File: src/rtl/npc_leg_pkg.sv
package npc_leg_pkg;

    localparam int GATE_W = 4;
    localparam int CODE_W = 3;

    typedef enum logic [CODE_W-1:0] {
        ST_POS   = 3'd0,
        ST_ZERO  = 3'd1,
        ST_NEG   = 3'd2,
        ST_FULL  = 3'd3,
        ST_UPPER = 3'd4,
        ST_LOWER = 3'd5
    } leg_state_e;

    typedef logic [GATE_W-1:0] gate_vec_t;

    typedef struct packed {
        logic       legal;
        leg_state_e st;
    } req_dec_t;

    // Gate order, MSB first: outer-upper, inner-upper, inner-lower, outer-lower.
    function automatic gate_vec_t state_gates(leg_state_e s);
        gate_vec_t g;
        case (s)
            ST_POS:   g = 4'b1100;
            ST_ZERO:  g = 4'b0110;
            ST_NEG:   g = 4'b0011;
            ST_FULL:  g = 4'b1111;
            ST_UPPER: g = 4'b1110;
            ST_LOWER: g = 4'b0111;
            default:  g = 4'b0110;
        endcase
        return g;
    endfunction

    function automatic logic state_is_shoot(leg_state_e s);
        return (s == ST_FULL) || (s == ST_UPPER) || (s == ST_LOWER);
    endfunction

    function automatic logic [1:0] state_level(leg_state_e s);
        logic [1:0] lv;
        case (s)
            ST_POS:  lv = 2'b01;
            ST_NEG:  lv = 2'b11;
            default: lv = 2'b00;
        endcase
        return lv;
    endfunction

endpackage

File: src/rtl/npc_leg_decode.sv
module npc_leg_decode
    import npc_leg_pkg::*;
(
    input  logic [CODE_W-1:0] code,
    output req_dec_t          dec
);
    localparam logic [CODE_W-1:0] LAST_CODE = CODE_W'(ST_LOWER);

    always_comb begin
        dec.legal = (code <= LAST_CODE);
        dec.st    = dec.legal ? leg_state_e'(code) : ST_ZERO;
    end
endmodule

File: src/rtl/npc_leg_path_check.sv
module npc_leg_path_check
    import npc_leg_pkg::*;
#(
    parameter int MAX_FLIPS = 2
) (
    input  leg_state_e cur_st,
    input  leg_state_e nxt_st,
    output logic       allowed
);
    localparam int CNT_W = $clog2(GATE_W + 1);

    gate_vec_t        diff;
    logic [CNT_W-1:0] flips;
    logic             pole_swap;

    assign diff = state_gates(cur_st) ^ state_gates(nxt_st);

    always_comb begin
        flips = '0;
        for (int i = 0; i < GATE_W; i++) begin
            flips = flips + CNT_W'(diff[i]);
        end
    end

    // A swing between the two outer levels is never a single commutation step.
    assign pole_swap = ((cur_st == ST_POS) && (nxt_st == ST_NEG)) ||
                       ((cur_st == ST_NEG) && (nxt_st == ST_POS));

    assign allowed = !pole_swap && (flips <= CNT_W'(MAX_FLIPS));
endmodule

File: src/rtl/npc_leg_state_reg.sv
module npc_leg_state_reg
    import npc_leg_pkg::*;
(
    input  logic       clk,
    input  logic       rst,
    input  req_dec_t   dec,
    input  logic       allowed,
    output leg_state_e state_q,
    output gate_vec_t  gate_q,
    output logic [1:0] level_q,
    output logic       shoot_q,
    output logic       bad_q,
    output logic       err_q
);
    logic accept;
    assign accept = dec.legal && allowed;

    always_ff @(posedge clk) begin
        if (rst) begin
            state_q <= ST_ZERO;
            gate_q  <= state_gates(ST_ZERO);
            level_q <= state_level(ST_ZERO);
            shoot_q <= 1'b0;
            bad_q   <= 1'b0;
            err_q   <= 1'b0;
        end else begin
            bad_q <= !dec.legal;
            err_q <= dec.legal && !allowed;
            if (accept) begin
                state_q <= dec.st;
                gate_q  <= state_gates(dec.st);
                level_q <= state_level(dec.st);
                shoot_q <= state_is_shoot(dec.st);
            end
        end
    end
endmodule

File: src/rtl/npc_leg_gate_enc.sv
module npc_leg_gate_enc
    import npc_leg_pkg::*;
#(
    parameter int MAX_FLIPS = 2
) (
    input  logic              clk,
    input  logic              rst,
    input  logic [CODE_W-1:0] req_state,
    output logic [GATE_W-1:0] gate_q,
    output logic [CODE_W-1:0] cur_state,
    output logic [1:0]        level,
    output logic              shoot_thru,
    output logic              bad_code,
    output logic              step_err
);
    req_dec_t   dec;
    leg_state_e state_q;
    logic       allowed;

    npc_leg_decode u_dec (
        .code (req_state),
        .dec  (dec)
    );

    npc_leg_path_check #(.MAX_FLIPS(MAX_FLIPS)) u_path (
        .cur_st  (state_q),
        .nxt_st  (dec.st),
        .allowed (allowed)
    );

    npc_leg_state_reg u_reg (
        .clk     (clk),
        .rst     (rst),
        .dec     (dec),
        .allowed (allowed),
        .state_q (state_q),
        .gate_q  (gate_q),
        .level_q (level),
        .shoot_q (shoot_thru),
        .bad_q   (bad_code),
        .err_q   (step_err)
    );

    assign cur_state = state_q;
endmodule

File: config.mk
export PLATFORM = sky130hd
export DESIGN_NAME = npc_leg_gate_enc
export DESIGN_NICKNAME = d
export VERILOG_FILES = /design/src/rtl/npc_leg_pkg.sv /design/src/rtl/npc_leg_decode.sv /design/src/rtl/npc_leg_path_check.sv /design/src/rtl/npc_leg_state_reg.sv /design/src/rtl/npc_leg_gate_enc.sv
export SDC_FILE = /design/constraint.sdc
export NUM_CORES = 1
export LEC_CHECK = 0
export ABC_CLOCK_PERIOD_IN_PS = 4700
export BUFFER_PORTS_ARGS = -buffer_cell sky130_fd_sc_hd__buf_2
export CAP_MARGIN = 15
export CORE_ASPECT_RATIO = 1.4
export CORE_UTILIZATION = 40
export DETAILED_ROUTE_END_ITERATION = 16
export GPL_TIMING_DRIVEN = 0
export PLACE_DENSITY_LB_ADDON = 0.05
export RECOVER_POWER = 100
export SLEW_MARGIN = 20
export SYNTH_ARGS = -nofsm -noshare
export SYNTH_HDL_FRONTEND = slang
export SYNTH_HIERARCHICAL = 1
export SYNTH_SLANG_ARGS = --single-unit
File: constraint.sdc
create_clock -name clk -period 4.7 [get_ports clk]
set_input_delay 1.41 -clock clk [delete_from_list [all_inputs] [get_ports clk]]
set_output_delay 1.41 -clock clk [all_outputs]
set_load 0.01 [all_outputs]
======== Yosys cells after proc, flatten, opt, wreduce, memory -nomap -nowiden ========
Cells that the tools add are included.
word-level totals
  bits in registers ....................... 12
  bits in latches ......................... 0
  RAM bits ................................ 0
  memory bits (read-only) ................. 0
  input port bits ......................... 5
  output and inout bits ................... 12
  logic and storage cells ................. 37
  memories kept ........................... 0
operators by class
  add/subtract/negate cells ............... 3
  multiply operators ...................... 0
  divide/modulo/power cells ............... 0
  $lt $le $gt $ge ......................... 2
  equality and inequality tests ........... 8
  shifts and indexed selects .............. 0
  muxes and demuxes ....................... 4
  bitwise operators ....................... 1
  reductions and logical operators ........ 13
operators with widths
  operator                                                                           count
  4-bit one-hot mux with 5 select lines                                              2
  3-bit by 2-bit == test with 1-bit output (second input constant)                   4
  3-bit == test (second input constant)                                              4
  3-bit by 1-bit adder with 3-bit output                                             2
  3-bit logical NOT                                                                  2
  1-bit logical AND                                                                  5
  2-bit one-hot mux with 2 select lines                                              1
  4-bit XOR                                                                          1
  3-bit by 2-bit less-or-equal comparator with 1-bit output (second input constant)  1
  3-bit less-or-equal comparator (second input constant)                             1
  1-bit logical NOT                                                                  3
  1-bit logical OR                                                                   3
  3-bit 2-to-1 mux                                                                   1
  1-bit by 1-bit adder with 2-bit output                                             1

======== Longest topological paths before layout ========
Gate-level depths: netlist of run 1.
  depth in word-level cells ............... 12
  gate-level depth with buffers ........... 15
  mapped depth without buffers ............ 14

======== Cells and area by module ========
Netlist of run 1, hierarchy kept.
modules (own cells, without submodules)
  module              instances  cells an instance  area an instance (µm²)  seq. area each (µm²)
  npc_leg_state_reg   1          50                 524.3                   240.2
  npc_leg_path_check  1          37                 279.0                   0.0
  npc_leg_decode      1          4                  27.5                    0.0

======== Worst setup path before layout of run 1 ========
No wires, ideal clock.
  kind .................................... input-to-reg
  from .................................... input port req_state[2]
  to ...................................... register u_reg.gate_q[2]
  library setup time ...................... 122 ps
  arrival time ............................ 4012 ps
  data required time ...................... 4578 ps
  path slack .............................. 566 ps
  stages on the path ...................... 13
  path buffers ............................ 1
  path through ............................ nor2b_1 -> nand3b_1 -> o21ai_0 -> xor2_1 -> fa_1 -> inv_1 -> ha_1 -> ha_1 -> a21oi_1 -> a31oi_1 -> buf_4 -> nand4b_1 -> o32a_1
on the way
  word-level cells in the longest chain between the ends .. 11
  elaborated cells on any way between the ends .. 19
  classes of those cells .................. add/sub: 3; order compare: 2; eq/ne: 4; mux: 2; bitwise: 1; reduce/logical: 7
RTL lines
  what                                                       RTL line                  text
  start, declared                                            npc_leg_gate_enc.sv:8     input logic [CODE_W-1:0] req_state,
  3-bit less-or-equal comparator                             npc_leg_decode.sv:10      dec.legal = (code <= LAST_CODE);
  3-bit 2-to-1 mux (*)                                       npc_leg_decode.sv:11      dec.st = dec.legal ? leg_state_e'(code) : ST_ZERO;
  3-bit == test, or another cell as far along                npc_leg_pkg.sv:25         case (s)
  4-bit one-hot mux with 5 select lines                      npc_leg_pkg.sv:25
  4-bit XOR                                                  npc_leg_path_check.sv:16  assign diff = state_gates(cur_st) ^ state_gates(nxt_st);
  1-bit by 1-bit adder with 2-bit output                     npc_leg_path_check.sv:21  flips = flips + CNT_W'(diff[i]);
  3-bit by 1-bit adder with 3-bit output (2 in series)       npc_leg_path_check.sv:21
  3-bit by 2-bit less-or-equal comparator with 1-bit output  npc_leg_path_check.sv:29  assign allowed = !pole_swap && (flips <= CNT_W'(MAX_FLIPS));
  1-bit logical AND (*)                                      npc_leg_path_check.sv:29
  net allowed                                                npc_leg_gate_enc.sv:18    logic allowed;
  1-bit logical AND (*)                                      npc_leg_state_reg.sv:16   assign accept = dec.legal && allowed;
  end signal, assigned                                       npc_leg_state_reg.sv:21   gate_q <= state_gates(ST_ZERO);
  end signal, assigned                                       npc_leg_state_reg.sv:31   gate_q <= state_gates(dec.st);
  end, declared                                              npc_leg_state_reg.sv:9    output gate_vec_t gate_q,
The timed path passes the listed nets; every way through them passes the cells marked *.
A chain may end at the register's enable or synchronous reset.

==> results of run 1 <==
-- Yosys cell counts, drive strengths merged (2+ instances only) --
master | n | area share (%)
a211oi | 2 | 1.8
a21bo | 3 | 3.6
a21oi | 7 | 4.2
a311oi | 4 | 6.5
a31oi | 3 | 2.3
and2b | 2 | 2.0
buf | 4 | 4.2
dfxtp | 12 | 29
ha | 5 | 7.5
inv | 6 | 2.7
nand2 | 3 | 1.4
nand2b | 2 | 1.5
nand3 | 2 | 1.2
nand3b | 3 | 2.7
nor2 | 8 | 3.6
o21ai | 2 | 1.2
or2 | 2 | 1.5
xor2 | 5 | 5.3
-- final cells by class --
| cell class | count | area (um2) | area share (%) |
|---|---|---|---|
| Multi-Input combinational cell | 69 | 536 | 57.1 |
| Sequential cell | 12 | 240 | 25.6 |
| Tap cell | 21 | 26.3 | 2.80 |
| Clock buffer | 3 | 22.5 | 2.40 |
| Timing Repair Buffer | 16 | 63.8 | 6.80 |
| Inverter | 6 | 22.5 | 2.40 |
| Buffer | 4 | 27.5 | 2.93 |
-- worst max-delay path: cells and delay by family --
kind / cells / cell delay (ns)
compound gates: 5 / 0.87
simple gates: 3 / 0.71
buf+inv: 3 / 0.42
fa+ha+maj: 3 / 0.86
xor+xnor: 1 / 0.17
-- logic make-up after synthesis --
logic type	share of synthesized area (%)
muxes	1.20
xor gates and xnor gates	6.33
and+or+nand+nor	21.8
adders and majority gates	9.94
AOI/OAI and AO/OA	24.8
DFF	28.9
buffers and inverters	6.93
-- power by group --
group | total, mW | internal (mW) | switching, mW
clock | 0.0612 | 0.0296 | 0.0316
sequential | 0.148 | 0.127 | 0.0210
combinational | 0.296 | 0.131 | 0.166
-- layer usage --
metal  global-route usage (%)  vias up
met3                     1.20        2
met1                     22.0      321
met2                     28.8        6
met5                        0        -
li1                         -      366
met4                     8.57        0
-- sequential cells by signal, indices dropped and copies added (netlist names) --
name	cells
u_reg/bad_q	1
u_reg/err_q	1
u_reg/gate_q	4
u_reg/level_q	2
u_reg/shoot_q	1
u_reg/state_q	3
-- per-stage QoR --
stage | hold WS (ns) | util, % | instance area [um2]
2_1_floorplan | 0.496 | - | 831
3_3_place_gp | 0.459 | 48.1 | 937
3_5_place_dp | 0.458 | 48.1 | 937
4_1_cts | 0.470 | 49.2 | 960
5_1_grt | 0.524 | 48.1 | 938
6_report | 0.473 | 48.1 | 938
-- repair_timing --
action | 4_1_cts | 5_1_grt
gates resized for setup | 0 | 1
endpoints found under the hold margin | 0 | 0
endpoints found under the setup margin | 0 | 5
hold buffers | 0 | 0
-- worst min path at each step --
| stage | start | end | slack (ns) | cells past startpoint |
|---|---|---|---|---|
| floorplan | u_reg/level_q[1] | u_reg/level_q[1] | 0.50 | 2 |
| global placement | u_reg/level_q[1] | u_reg/level_q[1] | 0.46 | 2 |
| detailed placement | u_reg/level_q[1] | u_reg/level_q[1] | 0.46 | 2 |
| CTS | u_reg/level_q[1] | u_reg/level_q[1] | 0.47 | 2 |
| global route | u_reg/level_q[1] | u_reg/level_q[1] | 0.52 | 2 |
| finish | u_reg/level_q[1] | u_reg/level_q[1] | 0.47 | 2 |
==> run summary, run 1 <==
The flow ran to the end, and the final reports show no timing, DRC or antenna violations. For the placeable core region, the log shows 1950 um2. The top cell types in the final layout, fill and taps aside, are 14 x clkbuf_1, 12 x dfxtp_1, 8 x nor2_1.

The average cell area after synthesis works out to 9.13 um2. The static leakage power came out at 0.363 nW. The average via count per standard cell works out to 5.31. The logs give 234 MHz for the maximum clock frequency and 42.6% for the starting utilization of the core area.

The first detailed-routing pass ran for 3 iterations. The run gives 15 as the maximum number of pins on one net before global-route repair. After layout, the worst setup slack is 0.428 ns. The sum of met3 wire segment lengths after detailed routing came out at 23 um. The cell sitting at the root of the clock tree is a clkbuf_4.

For the global-route wire length before repair, the log shows 2.88 mm. In the finished design, the share of the clock period the worst path needs comes to 90.9%. The kind of start point of the critical path is a primary input. Setup repair after global routing left no endpoint under its margin. In the final design database the tool counted 123 nets. For this run, design rule violations remaining after detail routing come to 0.

When the netlist entered floorplanning its net count stood at 102. Counting distinct cell types in the post-synthesis netlist gives 39. The longest clock path from root to sink contains 2 buffers. The final weighted congestion of routability-driven global placement was 0.666. Tracing the worst setup path back leads to its startpoint at req_state[2]. The Yosys step of the flow raised 6 warnings. Including well taps, the total number of placed cells is 128.

The critical path ends at u_reg/gate_q[0]. Synthesis produced a netlist whose cell count is 91. The cell area that synthesis handed to floorplanning was 831 um2. STA puts the critical path data arrival time at 4.44 ns. The count of cells in the finished layout, fillers not included, comes to 131. Fill cells in the final layout number 193. The repair_antennas step left the layout with diodes totalling 0. VDD sags by at most 0.361 mV. Counting I/O delays and the setup requirement, the final critical path takes 4.27 ns. Measured along the x axis, the die boundary spans 40.5 um.

Summed over all nets, wire length on met2 after detailed routing comes to 878 um. Dividing the detail-routed wire length by the instance count gives 12.9 um. The endpoint of the lowest-slack register-to-register path was u_reg/gate_q[0]. TritonCTS built the clock tree. Final setup skew: 0.00292 ns.

Along the worst path, the maximum fanout reaches 13. The final route contains 695 vias. In the synthesized netlist the async set-or-reset flop fraction comes to 0%.

Counting the buffers created by CTS gives 3. For this design, the slowest cell found on the critical path is fa_1. The final hold violation count is 0. The number of cell rows was 19; the longest individual stage delay on the worst path was 0.48 ns. The y dimension of the die was 55.9 um. In this run the top signal layer used is met4.

Input and output buffers added on the ports amount to 16. The via count of the first global-routing pass came out at 662. The CTS clock-pin slew for the worst setup and hold paths was 0.07 ns. The ratio of cells with drive above 1 in the final layout is 18.2%, and the number of H-tree levels is 1. The final wirelength was 1.69 mm. OpenSTA, run right after detailed placement, puts the worst setup slack at -0.00693 ns. The layout overhead on the synthesized area was 13.0%. Across all register-to-register paths, the minimum setup slack is 0.84 ns. The library cell used most frequently in the layout, excluding fill and tap cells, is clkbuf_1. Summing internal, switching and leakage power gives 0.506 mW. The number of enable flip-flop cells after synthesis was 0. The prevailing post-synth register cell is dfxtp_1. Pin placement for this block handled 17 I/O pins. The path class of the tightest hold or removal check is register to register. The power per cell area is 539 nW/um2, and the number of DRC markers in iteration 0 is 5. The count of nets left with antenna violations once routing finished came out at 0. For the final routed database, the setup TNS stands at 0 ns. The tools report the sum of overflow across all layers after global routing as 0.

At the worst endpoint, the required time is 4.87 ns. Global routing used 17.7% of the available tracks across all layers. The initial antenna violation count is 0. Across the run, the number of max-cap violations was 0. Total count of max-transition violations in the final report: 0. At the later pin of the worst-skew pair, clock insertion delay measures 0.27 ns. The detailed router put a total of 774 um of wire on met1. Buffers inserted during post-CTS setup optimization: 0. Walking the worst path, the cells encountered are clkbuf_1 > nor2b_2 > nand3b_1 > o21ai_0 > xor2_1 > fa_1 > inv_1 > ha_1 > ha_1 > nor2_1 > a21oi_1 > a31oi_1 > buf_4 > a21oi_1 > a311oi_1. Startpoint-to-endpoint class of the critical path: primary input to register. The type of element capturing the critical path is a register. The run gives 28.9% as the sequential-to-total area share from yosys stat. The depth of the worst register-to-register path was 15; the overall die area was 2270 um2. The worst pin sits at a relative slew slack of 68.9%.

The slew at the pin closest to its max-slew limit came out at 0.464 ns. The clock drives 12 sinks. The HPWL after detailed placement is 1.22 mm.

Setup violations remaining at the end of the flow were counted as 0. The number of flip-flops and latches in the synthesized netlist is 12. In this run the critical register-to-register path is launched from u_reg/state_q[1].
Power figures use the tool's default switching activity.
==> run 2, diff against run 1 <==
--- a/config.mk
+++ b/config.mk
@@ -5,7 +5,7 @@
 export SDC_FILE = /design/constraint.sdc
 export NUM_CORES = 1
 export LEC_CHECK = 0
-export ABC_CLOCK_PERIOD_IN_PS = 4700
+export ABC_CLOCK_PERIOD_IN_PS = 4300
 export BUFFER_PORTS_ARGS = -buffer_cell sky130_fd_sc_hd__buf_2
 export CAP_MARGIN = 15
 export CORE_ASPECT_RATIO = 1.4
==> constraint.sdc (replaced) <==
create_clock -name clk -period 4.3 [get_ports clk]
set_input_delay 0.645 -clock clk [delete_from_list [all_inputs] [get_ports clk]]
set_output_delay 0.645 -clock clk [all_outputs]
set_load 0.01 [all_outputs]
==> run summary, run 2 (same netlist as run 1, synthesis figures left out) <==
The final setup skew is 0.00292 ns (unchanged), and the global-route wire length before repair is 2.88 mm (unchanged). The number of flip-flops under the largest register name works out to 4 (unchanged). The total count of max-transition violations in the final report is 0 (unchanged), and the number of fillers in the final layout is 192 (-0.52%).

The final hold violation count was 0 (unchanged). Setup violation total in the final timing report: 0 (unchanged). The largest registers in the layout are u_reg/gate_q x4, u_reg/state_q x3, u_reg/level_q x2. The power after layout came out at 0.553 mW (+9.3%). Timing would allow up to 259 MHz. The number of cells traversed by the worst hold path is 2 (unchanged). The power per cell area was 590 nW/um2 (+9.4%); the static leakage power was 0.365 nW (+0.47%). Slew at the pin closest to its max-slew limit: 0.786 ns (+0.322 ns). The cell-internal power is 0.314 mW (+9.3%).

The tools report the count of hold buffers inserted by post-cts repair as 0 (unchanged). The depth of the worst register-to-register path came out at 15 (unchanged). The ratio of cells with drive above 1 in the final layout was 18.2% (unchanged).

The startpoint-to-endpoint class of the critical path was register to register. The worst-path maximum fanout works out to 10 (-3). For the sink count of the clock tree, the log shows 12 (unchanged). The logs give 4.47 ns (-0.40 ns) for the worst endpoint required time and 0 (unchanged) for the sum of overflow across all layers after global routing. TritonCTS built the clock tree. In this run the most critical hold path is launched from u_reg/level_q[1]. The logs give 123 (unchanged) for the net total in the final layout and 1950 um2 (unchanged) for the placeable core region. The run gives 0 (unchanged) as the number of max-cap violations. The die boundary width was 40.5 um (unchanged). The run gives 0.473 ns (unchanged) as the smallest hold slack.

The number of placed instances, taps included is 128 (unchanged). The kind of start point of the critical path is a register. For the worst supply voltage drop on vdd, the log shows 0.395 mV (+9.3%). For the worst slew margin relative to its limit, the log shows 47.5% (-21 points). The overall die area is 2270 um2 (unchanged), and the detail-routed net length per standard cell is 13.0 um (+0.71%).

Met3 routing resource usage after global routing: 1.20% (unchanged). The share of power burned in registers is 29.3% (about the same). The number of iterations in the first detailed-routing pass is 3 (unchanged).

The layer flagged by global routing as most heavily used is met2. Endpoint of the lowest-slack register-to-register path: u_reg/gate_q[0]. The layout overhead on the synthesized area was 12.8%.

The final weighted congestion of routability-driven global placement is 0.666 (unchanged), and the number of remaining DRC errors is 0 (unchanged). The count of input and output buffers came out at 16 (unchanged). The number of H-tree levels is 1 (unchanged).

For the total via count after detailed routing, the log shows 694 (-0.14%). The run gives 4.03 ns (-0.41 ns) as the worst endpoint data arrival time. The run gives 7 (+2) as the number of DRC markers in iteration 0. Total global routing track utilization: 17.7% (unchanged).

Leaving out fill and tap cells, the most frequent cell in the layout is clkbuf_1. In the layout the commonest cells are 13 x clkbuf_1, 12 x dfxtp_1, 8 x nor2_1. The tools report the count of boundary I/O pins as 17 (unchanged). For the half-perimeter wire length of the detailed placement result, the log shows 1.22 mm (unchanged). The tightest min-delay check is of the register to register type. The worst hold path endpoint was u_reg/level_q[1].

The y dimension of the die was 55.9 um (unchanged). The share of total power consumed by net switching works out to 43.2% (about the same). Final wirelength: 1.70 mm (+0.71%). The maximum number of pins on one net before global-route repair is 15 (unchanged), and the final-layout setup total negative slack is 0 ns (unchanged). Fraction of power consumed by combinational cells: 58.6% (about the same). The logs give 0 (unchanged) for the antenna diode count and 0.239 mW (+9.3%) for the switching power of the nets.

Setup repair after global routing left no endpoint under its margin. For the met1 track demand over resource in global routing, the log shows 22.0% (unchanged). Average via count per standard cell: 5.30 (-0.14%).

The starting utilization of the core area was 42.6% (unchanged); the number of buffers between clock root and the deepest sink was 2 (unchanged). The post-route non-filler standard cell count is 131 (unchanged). The tools report the beginning of the worst register-to-register path as u_reg/state_q[1].

The run finished with clean final reports. The total of cells resized after clock tree synthesis was 0 (unchanged); the final critical delay including setup and external delays was 3.86 ns. Clock buffer count from CTS: 3 (unchanged). The latest clock arrival within the worst-skew pair is 0.27 ns (about the same). The run gives 0.44 ns (-0.40 ns) as the minimum setup slack among reg-to-reg paths. The sequential cell area in the final layout was 240 um2 (unchanged). The via count of the first global-routing pass is 662 (unchanged), and the clock network fraction of total power is 12.1% (about the same).

The initial antenna violation count is 0 (unchanged), and the final antenna-violating net count is 0 (unchanged). Type of element capturing the critical path: a register. After layout, the worst path uses 89.7% of the clock period.

The CTS clock-pin slew for the worst setup and hold paths was 0.07 ns (about the same); the area used by multi-input combinational logic was 533 um2 (-0.47%). The met2 usage in global routing came out at 28.8% (unchanged). The buffers inserted during post-CTS setup optimization came out at 0 (unchanged). The cell sitting at the root of the clock tree is a clkbuf_4.

More flip-flops sit in one register than any other, and that register is u_reg/gate_q. The number of cell rows is 19 (unchanged).
==> run 2: cell count changes in the layout (fill, tap and decap cells not counted) <==
| cell | previous run | this run |
|---|---|---|
| nor2b_2 | 1 | 0 |
| nor2b_1 | 0 | 1 |
| clkbuf_1 | 14 | 13 |
| buf_2 | 4 | 5 |
==> run 2: how the worst max path moves through the flow <==
| stage | start | to | slack [ns] | depth (start not counted) |
|---|---|---|---|---|
| 2_1_floorplan | u_reg/state_q[1] | u_reg/gate_q[2] | 0.80 | 14 |
| 3_3_place_gp | req_state[2] | u_reg/gate_q[2] | 0.37 | 14 |
| 3_5_place_dp | req_state[2] | u_reg/gate_q[2] | 0.36 | 14 |
| 4_1_cts | u_reg/state_q[1] | u_reg/gate_q[2] | 0.43 | 15 |
| 5_1_grt | u_reg/state_q[1] | u_reg/gate_q[3] | 0.13 | 15 |
| 6_report | u_reg/state_q[1] | u_reg/gate_q[0] | 0.44 | 15 |
==> run 2: power by group through the flow <==
stage,clock (mW),combinational (mW),sequential [mW]
2_1_floorplan,0,0.240,0.175
3_3_place_gp,0,0.328,0.163
3_5_place_dp,0,0.334,0.164
4_1_cts,0.0708,0.335,0.162
5_1_grt,0.0749,0.370,0.167
6_report,0.0669,0.324,0.162
==> run 2: cell type report <==
cell class | count | share of cell area [%]
repair buffers | 16 | 6.94
multi-input cells | 69 | 56.9
flip-flops and latches | 12 | 25.6
plain buffers | 4 | 2.94
well taps | 21 | 2.80
clock buffers | 3 | 2.40
inverters | 6 | 2.40
==> run 2: critical path, cell delays in order (launching register included) <==
cell      delay [ns]
dfxtp_1         0.50
inv_1           0.14
ha_1            0.38
and4bb_1        0.24
a311oi_2        0.29
xor2_1          0.14
fa_1            0.54
inv_1           0.04
ha_1            0.20
ha_1            0.18
nor2_1          0.09
a21oi_1         0.07
a31oi_1         0.34
buf_4           0.26
a21oi_1         0.09
a311oi_1        0.27
==> run 2: through the flow <==
step	setup slack (ns)	util (%)	area (um2)
4_1_cts	0.426	49.2	960
5_1_grt	0.131	48.1	937
6_report	0.443	48.1	937
3_5_place_dp	0.358	48.1	937
3_3_place_gp	0.374	48.1	937
2_1_floorplan	0.802	-	831
==> run 2: routing by layer <==
metal	vias to the layer above	wire length, um
li1	366	-
met1	320	785
met2	6	880
met3	2	23
met4	0	13
met5	-	0
